--- src/rtl/jc_pkg.sv ---
package jc_pkg;
  localparam int unsigned JC_N = 4;
  localparam int unsigned JC_PHASES = 2 * JC_N;

  typedef logic [JC_N-1:0] ring_t;
  typedef logic [JC_PHASES-1:0] phase_t;

  // twisted shift: stage 0 gets inverted last stage, others move down
  function automatic ring_t twist_shift(input ring_t q);
    return {q[JC_N-2:0], ~q[JC_N-1]};
  endfunction

  // correction trigger: first and last stages both low
  function automatic logic trap_hit(input ring_t q);
    return ~q[0] & ~q[JC_N-1];
  endfunction

  // state loaded on a trap: successor of all-zero
  function automatic ring_t entry_state();
    return ring_t'(1);
  endfunction

  // true when q lies on the 2N-state cycle from zero
  function automatic logic in_cycle(input ring_t q);
    ring_t walk;
    logic hit;
    walk = '0;
    hit = 1'b0;
    for (int k = 0; k < int'(JC_PHASES); k++) begin
      if (walk == q) hit = 1'b1;
      walk = twist_shift(walk);
    end
    return hit;
  endfunction
endpackage

--- src/rtl/jc_stage_chain.sv ---
module jc_stage_chain
  import jc_pkg::*;
#(
  parameter ring_t START = '0
) (
  input  logic  clk,
  input  logic  rst,
  input  logic  load_en,
  input  ring_t load_val,
  output ring_t q
);
  ring_t nxt;

  always_comb begin
    if (load_en) nxt = load_val;
    else         nxt = twist_shift(q);
  end

  always_ff @(posedge clk) begin
    if (rst) q <= START;
    else     q <= nxt;
  end
endmodule

--- src/rtl/jc_trap_detect.sv ---
module jc_trap_detect
  import jc_pkg::*;
(
  input  ring_t q,
  output logic  trap,
  output ring_t fix_val
);
  assign trap    = trap_hit(q);
  assign fix_val = entry_state();
endmodule

--- src/rtl/jc_phase_decode.sv ---
module jc_phase_decode
  import jc_pkg::*;
(
  input  ring_t  q,
  output phase_t hot
);
  for (genvar k = 0; k < int'(JC_PHASES); k++) begin : g_ph
    if (k == 0) begin : g_zero
      assign hot[k] = ~q[0] & ~q[JC_N-1];
    end else if (k < int'(JC_N)) begin : g_fill
      assign hot[k] = q[k-1] & ~q[k];
    end else if (k == int'(JC_N)) begin : g_full
      assign hot[k] = q[0] & q[JC_N-1];
    end else begin : g_drain
      assign hot[k] = ~q[k-JC_N-1] & q[k-JC_N];
    end
  end
endmodule

--- src/rtl/jc_twisted_ring.sv ---
module jc_twisted_ring
  import jc_pkg::*;
#(
  parameter ring_t START = '0
) (
  input  logic       clk,
  input  logic       rst,
  output logic [3:0] stage_q,
  output logic [7:0] phase_hot
);
  ring_t  q;
  logic   trap;
  ring_t  fix_val;
  phase_t hot;
  logic   legal_now;
  logic [2:0] off_run;

  jc_trap_detect u_trap (.q(q), .trap(trap), .fix_val(fix_val));

  jc_stage_chain #(.START(START)) u_chain (
    .clk(clk), .rst(rst), .load_en(trap), .load_val(fix_val), .q(q)
  );

  jc_phase_decode u_dec (.q(q), .hot(hot));

  assign stage_q   = q;
  assign phase_hot = hot;
  assign legal_now = in_cycle(q);

  // consecutive cycles spent off the legal cycle, saturating
  always_ff @(posedge clk) begin
    if (rst)             off_run <= '0;
    else if (legal_now)  off_run <= '0;
    else if (off_run != 3'd7) off_run <= off_run + 3'd1;
  end

  assert_reset_load_R1: assert property (@(posedge clk)
    rst |=> (stage_q == START));
  assert_twist_shift_R2: assert property (@(posedge clk) disable iff (rst)
    !trap |=> (stage_q[0] == !$past(stage_q[3]) && stage_q[3:1] == $past(stage_q[2:0])));
  assert_single_step_R4: assert property (@(posedge clk) disable iff (rst)
    legal_now |=> ($countones(stage_q ^ $past(stage_q)) == 1));
  assert_trap_entry_R5: assert property (@(posedge clk) disable iff (rst)
    trap |=> (stage_q == 4'b0001));
  assert_stays_legal_R6: assert property (@(posedge clk) disable iff (rst)
    legal_now |=> legal_now);
  assert_recover_bound_R6: assert property (@(posedge clk) disable iff (rst)
    off_run <= 3'd3);
  assert_onehot_legal_R8: assert property (@(posedge clk) disable iff (rst)
    legal_now |-> ($countones(phase_hot) == 1));
endmodule

--- config.mk ---
export PLATFORM = sky130hd
export DESIGN_NAME = jc_twisted_ring
export DESIGN_NICKNAME = d
export VERILOG_FILES = /design/src/rtl/jc_pkg.sv /design/src/rtl/jc_stage_chain.sv /design/src/rtl/jc_trap_detect.sv /design/src/rtl/jc_phase_decode.sv /design/src/rtl/jc_twisted_ring.sv
export SDC_FILE = /design/constraint.sdc
export NUM_CORES = 1
export LEC_CHECK = 0
export BUFFER_PORTS_ARGS = -buffer_cell sky130_fd_sc_hd__buf_4
export CORE_AREA = 8 8 45 47
export CTS_BUF_LIST = sky130_fd_sc_hd__clkbuf_8
export CTS_CLUSTER_DIAMETER = 60
export DETAILED_ROUTE_END_ITERATION = 10
export DIE_AREA = 0 0 53 55
export PLACE_DENSITY_LB_ADDON = 0.15
export SYNTH_ARGS = -nofsm -noshare
export SYNTH_HDL_FRONTEND = slang
export SYNTH_SLANG_ARGS = --single-unit
--- constraint.sdc ---
create_clock -name clk -period 0.8 [get_ports clk]
set_input_delay 0.08 -clock clk [delete_from_list [all_inputs] [get_ports clk]]
set_output_delay 0.08 -clock clk [all_outputs]
set_load 0.02 [all_outputs]
# After elaboration in Yosys (flattened, before gate mapping)
# Cells that the tools add are included.
[totals] register_bits=4 in_bits=2 output_inout_bits=12 wordCells=16
[classes] mux=1 bitwise=12 n_reduce_logical=1
[op_table] cell="bitwise AND 1 bit" count=8
[op_table] cell="NOT 1 bit" count=4
[op_table] cell="OR reduction 2 bit" count=1
[op_table] cell="two-way mux 1 bit" count=1

# Depth between registers and ports, before layout
[depth] ltp_word=3 depth_mapped=2 ltp_nobuf=2

# Hierarchy
# Synthesis repeated with hierarchy kept, for this count alone.
[unflattened] hier_cells=29 hier_area_um2=239.0
[modules_own_cells] mod="jc_stage_chain" instances=1 cells_each=14 area_each_um2=145.1 seq_area_each_um2=80.1
[modules_own_cells] mod="jc_phase_decode" instances=1 cells_each=8 area_each_um2=52.6 seq_area_each_um2=0.0
[modules_own_cells] mod="jc_trap_detect" instances=1 cells_each=7 area_each_um2=41.3 seq_area_each_um2=0.0

# Worst setup path before layout
# Ideal clock, no wire load.
[synth_timing] path_type="register -> output" startpoint="register u_chain.q[0]" endpoint="output phase_hot[1]" t_arrival_ns=0.866 slack_ns=-0.146 stages_incl_launch_ff=2 path_cell_list="dfxtp_1 -> nor2b_1"
[synth_via] elab_chain_cells=1
[synth_lines] item="start: declaration" line_no="jc_stage_chain.sv:10" text="output ring_t q"
[synth_lines] item="start signal: assignment" line_no="jc_stage_chain.sv:21" text="else q <= nxt;"
[synth_lines] item="bitwise AND 1 bit" line_no="jc_phase_decode.sv:11" text="assign hot[k] = q[k-1] & ~q[k];"
[synth_lines] item="end: declaration" line_no="jc_twisted_ring.sv:9" text="output logic [7:0] phase_hot"
# No other way between the ends.

# Worst setup path after layout
[layout_timing] startpoint="register u_chain.q[3]" endpoint="output phase_hot[3]"
[layout_via] elab_chain_cells=2
[layout_lines] item="NOT 1 bit" line_no="jc_phase_decode.sv:11"
[layout_lines] item="bitwise AND 1 bit" line_no="jc_phase_decode.sv:11"
# No other way between the ends.

==> results.md <==
* Crit path DAT at 0.89 ns
* CTS Buf Count at 3
* Worst-skew pair later-pin latency at 0.21 ns
* Share of cells above drive strength 1 at between 80% and 90%
* CP endpoint kind: primary output
* Sequential share of the synthesized area at about 49%
* Largest registers: u_chain.q x4
* Post-synth top cells: 6 x nor2b_1, 4 x dfxtp_1, 2 x nor3b_1
* Syn_area_per_cell at around 9.6 um2
* Core Util, Final at between 30 and 40%
* IO Port Bufs at 13
* Vias per std cell at between 3 and 4
* Area Overhead vs Synth at 164%
* Reg with most FFs: u_chain.q
* Max-cap violation count at 0
* Global-route usage over all layers at about 4.2%
* Final nets at 39
* Top delay family on crit path: flip-flops
* Internal power at roughly 0.0006 W
* Buf/Inv on CP at 1
* Clock-pin slew on the worst setup and hold paths at approximately 0.03 ns
* Critical path peak fanout at 5
* H-Tree Level Count at 1
* First-pass DRT Iterations at 2
* Instance count on the critical path at 2
* Distinct cell type count after synthesis at 8
* Vias at ~180
* Die Wd at 53 um
* Final setup margin at -0.170 ns
* Die area at just under 3000 um2
* DR iter-0 viols at 3
* Global route overflow at 0
* Slew Limit Fails at 0
* Row Count at 14
* Clk root buf: clkbuf_8
* Net Sw Frac at 21.1%
* Top cell type's share of synthesized area at approximately half
* Peak per-stage delay on the critical path at around 0.37 ns
* Reg2Reg Depth at 2
* CP Launch Type: flip-flop
* Post-synth EDFFs at 0
* Max reg flops at 4
* Failing checks: setup timing
* Worst slew pin tran at approximately 0.15 ns
* # DRC at 0
* Die span in y at about 55 um
* Vias in the first global route at roughly 170
* Gp weighted congestion at approximately 0.66
* Clock Path Buffers at 2
* Async SR Flop Fraction at 0%
* Initial Utilization at between 10% and 20%
* CTS Sinks at 4
* CTS tree: yes
* Cell with the most instances after synthesis: nor2b_1
* Largest cells by area after synthesis: dfxtp_1 49%, nor2b_1 23%, nor3b_1 9.2%
* Syn_nets at 19
* Maximum vdd drop at about 0.00072 V
* Worst relative slew slack at 90.1%
* PwrDens at between 1500 and 2000 nW/um2
* Post-Place Setup Slack at -0.00770 ns
* Pleak at ~0.20 nW
* DP Wirelength at 442 um
* Period utilization at 121%
* Antenna-violating nets left at 0
* CP cell instances: and2b_1 > buf_6
* Share of total power in the clock network at between 50 and 60%
* Hold Crit Class: in2reg
* Synth Cell Area at roughly 160 um2
* Largest net degree at the start of global routing at 7
* Final setup violation count at 12
* WL final at ~550 um
* WHS Path Cells at 2
* Fin crit period at around 0.97 ns
* Worst path slowest cell: dfxtp_4
* Area leader, netlist: dfxtp_1
* Post-CTS Hold Fix Bufs at 0
* Status: finished with violations
* Register bit total from synthesis at 4
* Switching pwr at approximately 0.00016 W
* Top FF cell, synth: dfxtp_1
* Final Power at 0.000745 W
* Diodes inserted at 0
* Num ports at 14
* Required @ worst endpoint at 0.72 ns
* YS warnings at 0
* Post-Syn Instances at 17
* Initial antenna violation count at 0
* First-pass GRT wire length at just under 900 um
* Routed length per instance at about 11 um
* Sequential share of power at slightly below 30%
* Logic gate share of total power at 15.9%
* Crit path kind: reg2out
* Hold Vio Cnt, Final at 0
* RSZ-0062 raised after global routing: yes
* Skew final at 0.000262 ns
* Fmax at between 1 and 1.5 GHz
* CORE AREA at between 1000 and 1500 um2
==> cell families (layout without fill, tap and decap cells) <==
kind of cell	count (synthesis)	after routing	share of synthesized area, %
and+or+nand+nor	12	12	46.6
DFF	4	4	48.9
buffers and inverters	1	19	4.58
==> final cells by class <==
type                            instances  area (um2)
Multi-Input combinational cell         12         111
Tap cell                               16        20.0
Clock buffer                            3        41.3
Timing Repair Buffer                   16         165
Fill cell                             150         951
Sequential cell                         4        95.1
==> cells in the final DEF, fill, tap and decap left out, types with 2 or more instances in the layout <==
cell type,count
nor2b_4,3
clkbuf_8,3
dfxtp_4,4
buf_4,4
nor3b_1,2
nor2b_2,2
buf_6,12
==> path summary, 6_finish.rpt <==
path / slack [ns] / endpoint / startpoint
worst max-delay path: -0.17 / phase_hot[3] / u_chain.q[3]$_SDFF_PP0_
worst max register to register: 0.06 / u_chain.q[2]$_SDFF_PP0_ / u_chain.q[1]$_SDFF_PP0_
worst min-delay path: 0.04 / u_chain.q[0]$_SDFF_PP0_ / rst
worst min register to register: 0.52 / u_chain.q[3]$_SDFF_PP0_ / u_chain.q[2]$_SDFF_PP0_
==> repair_timing <==
item,4_1_cts,5_1_grt
gates resized for setup,20,2
buffers inserted,1,1
setup endpoints to repair,13,12
pin swaps,1,1
==> through the flow <==
| step | hold WS [ns] | instance area [um2] | instances | setup TNS (ns) |
|---|---|---|---|---|
| finish | 0.0437 | 433 | 51 | -1.32 |
| global route | 0.0486 | 433 | 51 | -1.77 |
| CTS | 0.0426 | 415 | 50 | -1.29 |
| detailed placement | 0.265 | 298 | 46 | -0.00833 |
| global placement | 0.262 | 298 | 46 | 0 |
| floorplan | 0.139 | 180 | 17 | -0.175 |
==> metal layers <==
metal  up-vias  share of wire, %  global-route usage [%]
met5         -                 0                       0
met4         0                 0                       0
met3         0                21                    4.28
met2        13                38                    5.47
met1        79                40                    4.86
li1         91                 -                       -
==> power groups by stage <==
stage / clock network (W) / logic (W) / registers (W)
3_3_place_gp: 0 / 0.0000951 / 0.000225
6_report: 0.000407 / 0.000119 / 0.000219
5_1_grt: 0.000445 / 0.000127 / 0.000222
3_5_place_dp: 0 / 0.0000948 / 0.000225
4_1_cts: 0.000418 / 0.000117 / 0.000218
2_1_floorplan: 0 / 0.0000424 / 0.000232
Note: power is estimated with default switching activity, not from simulation.
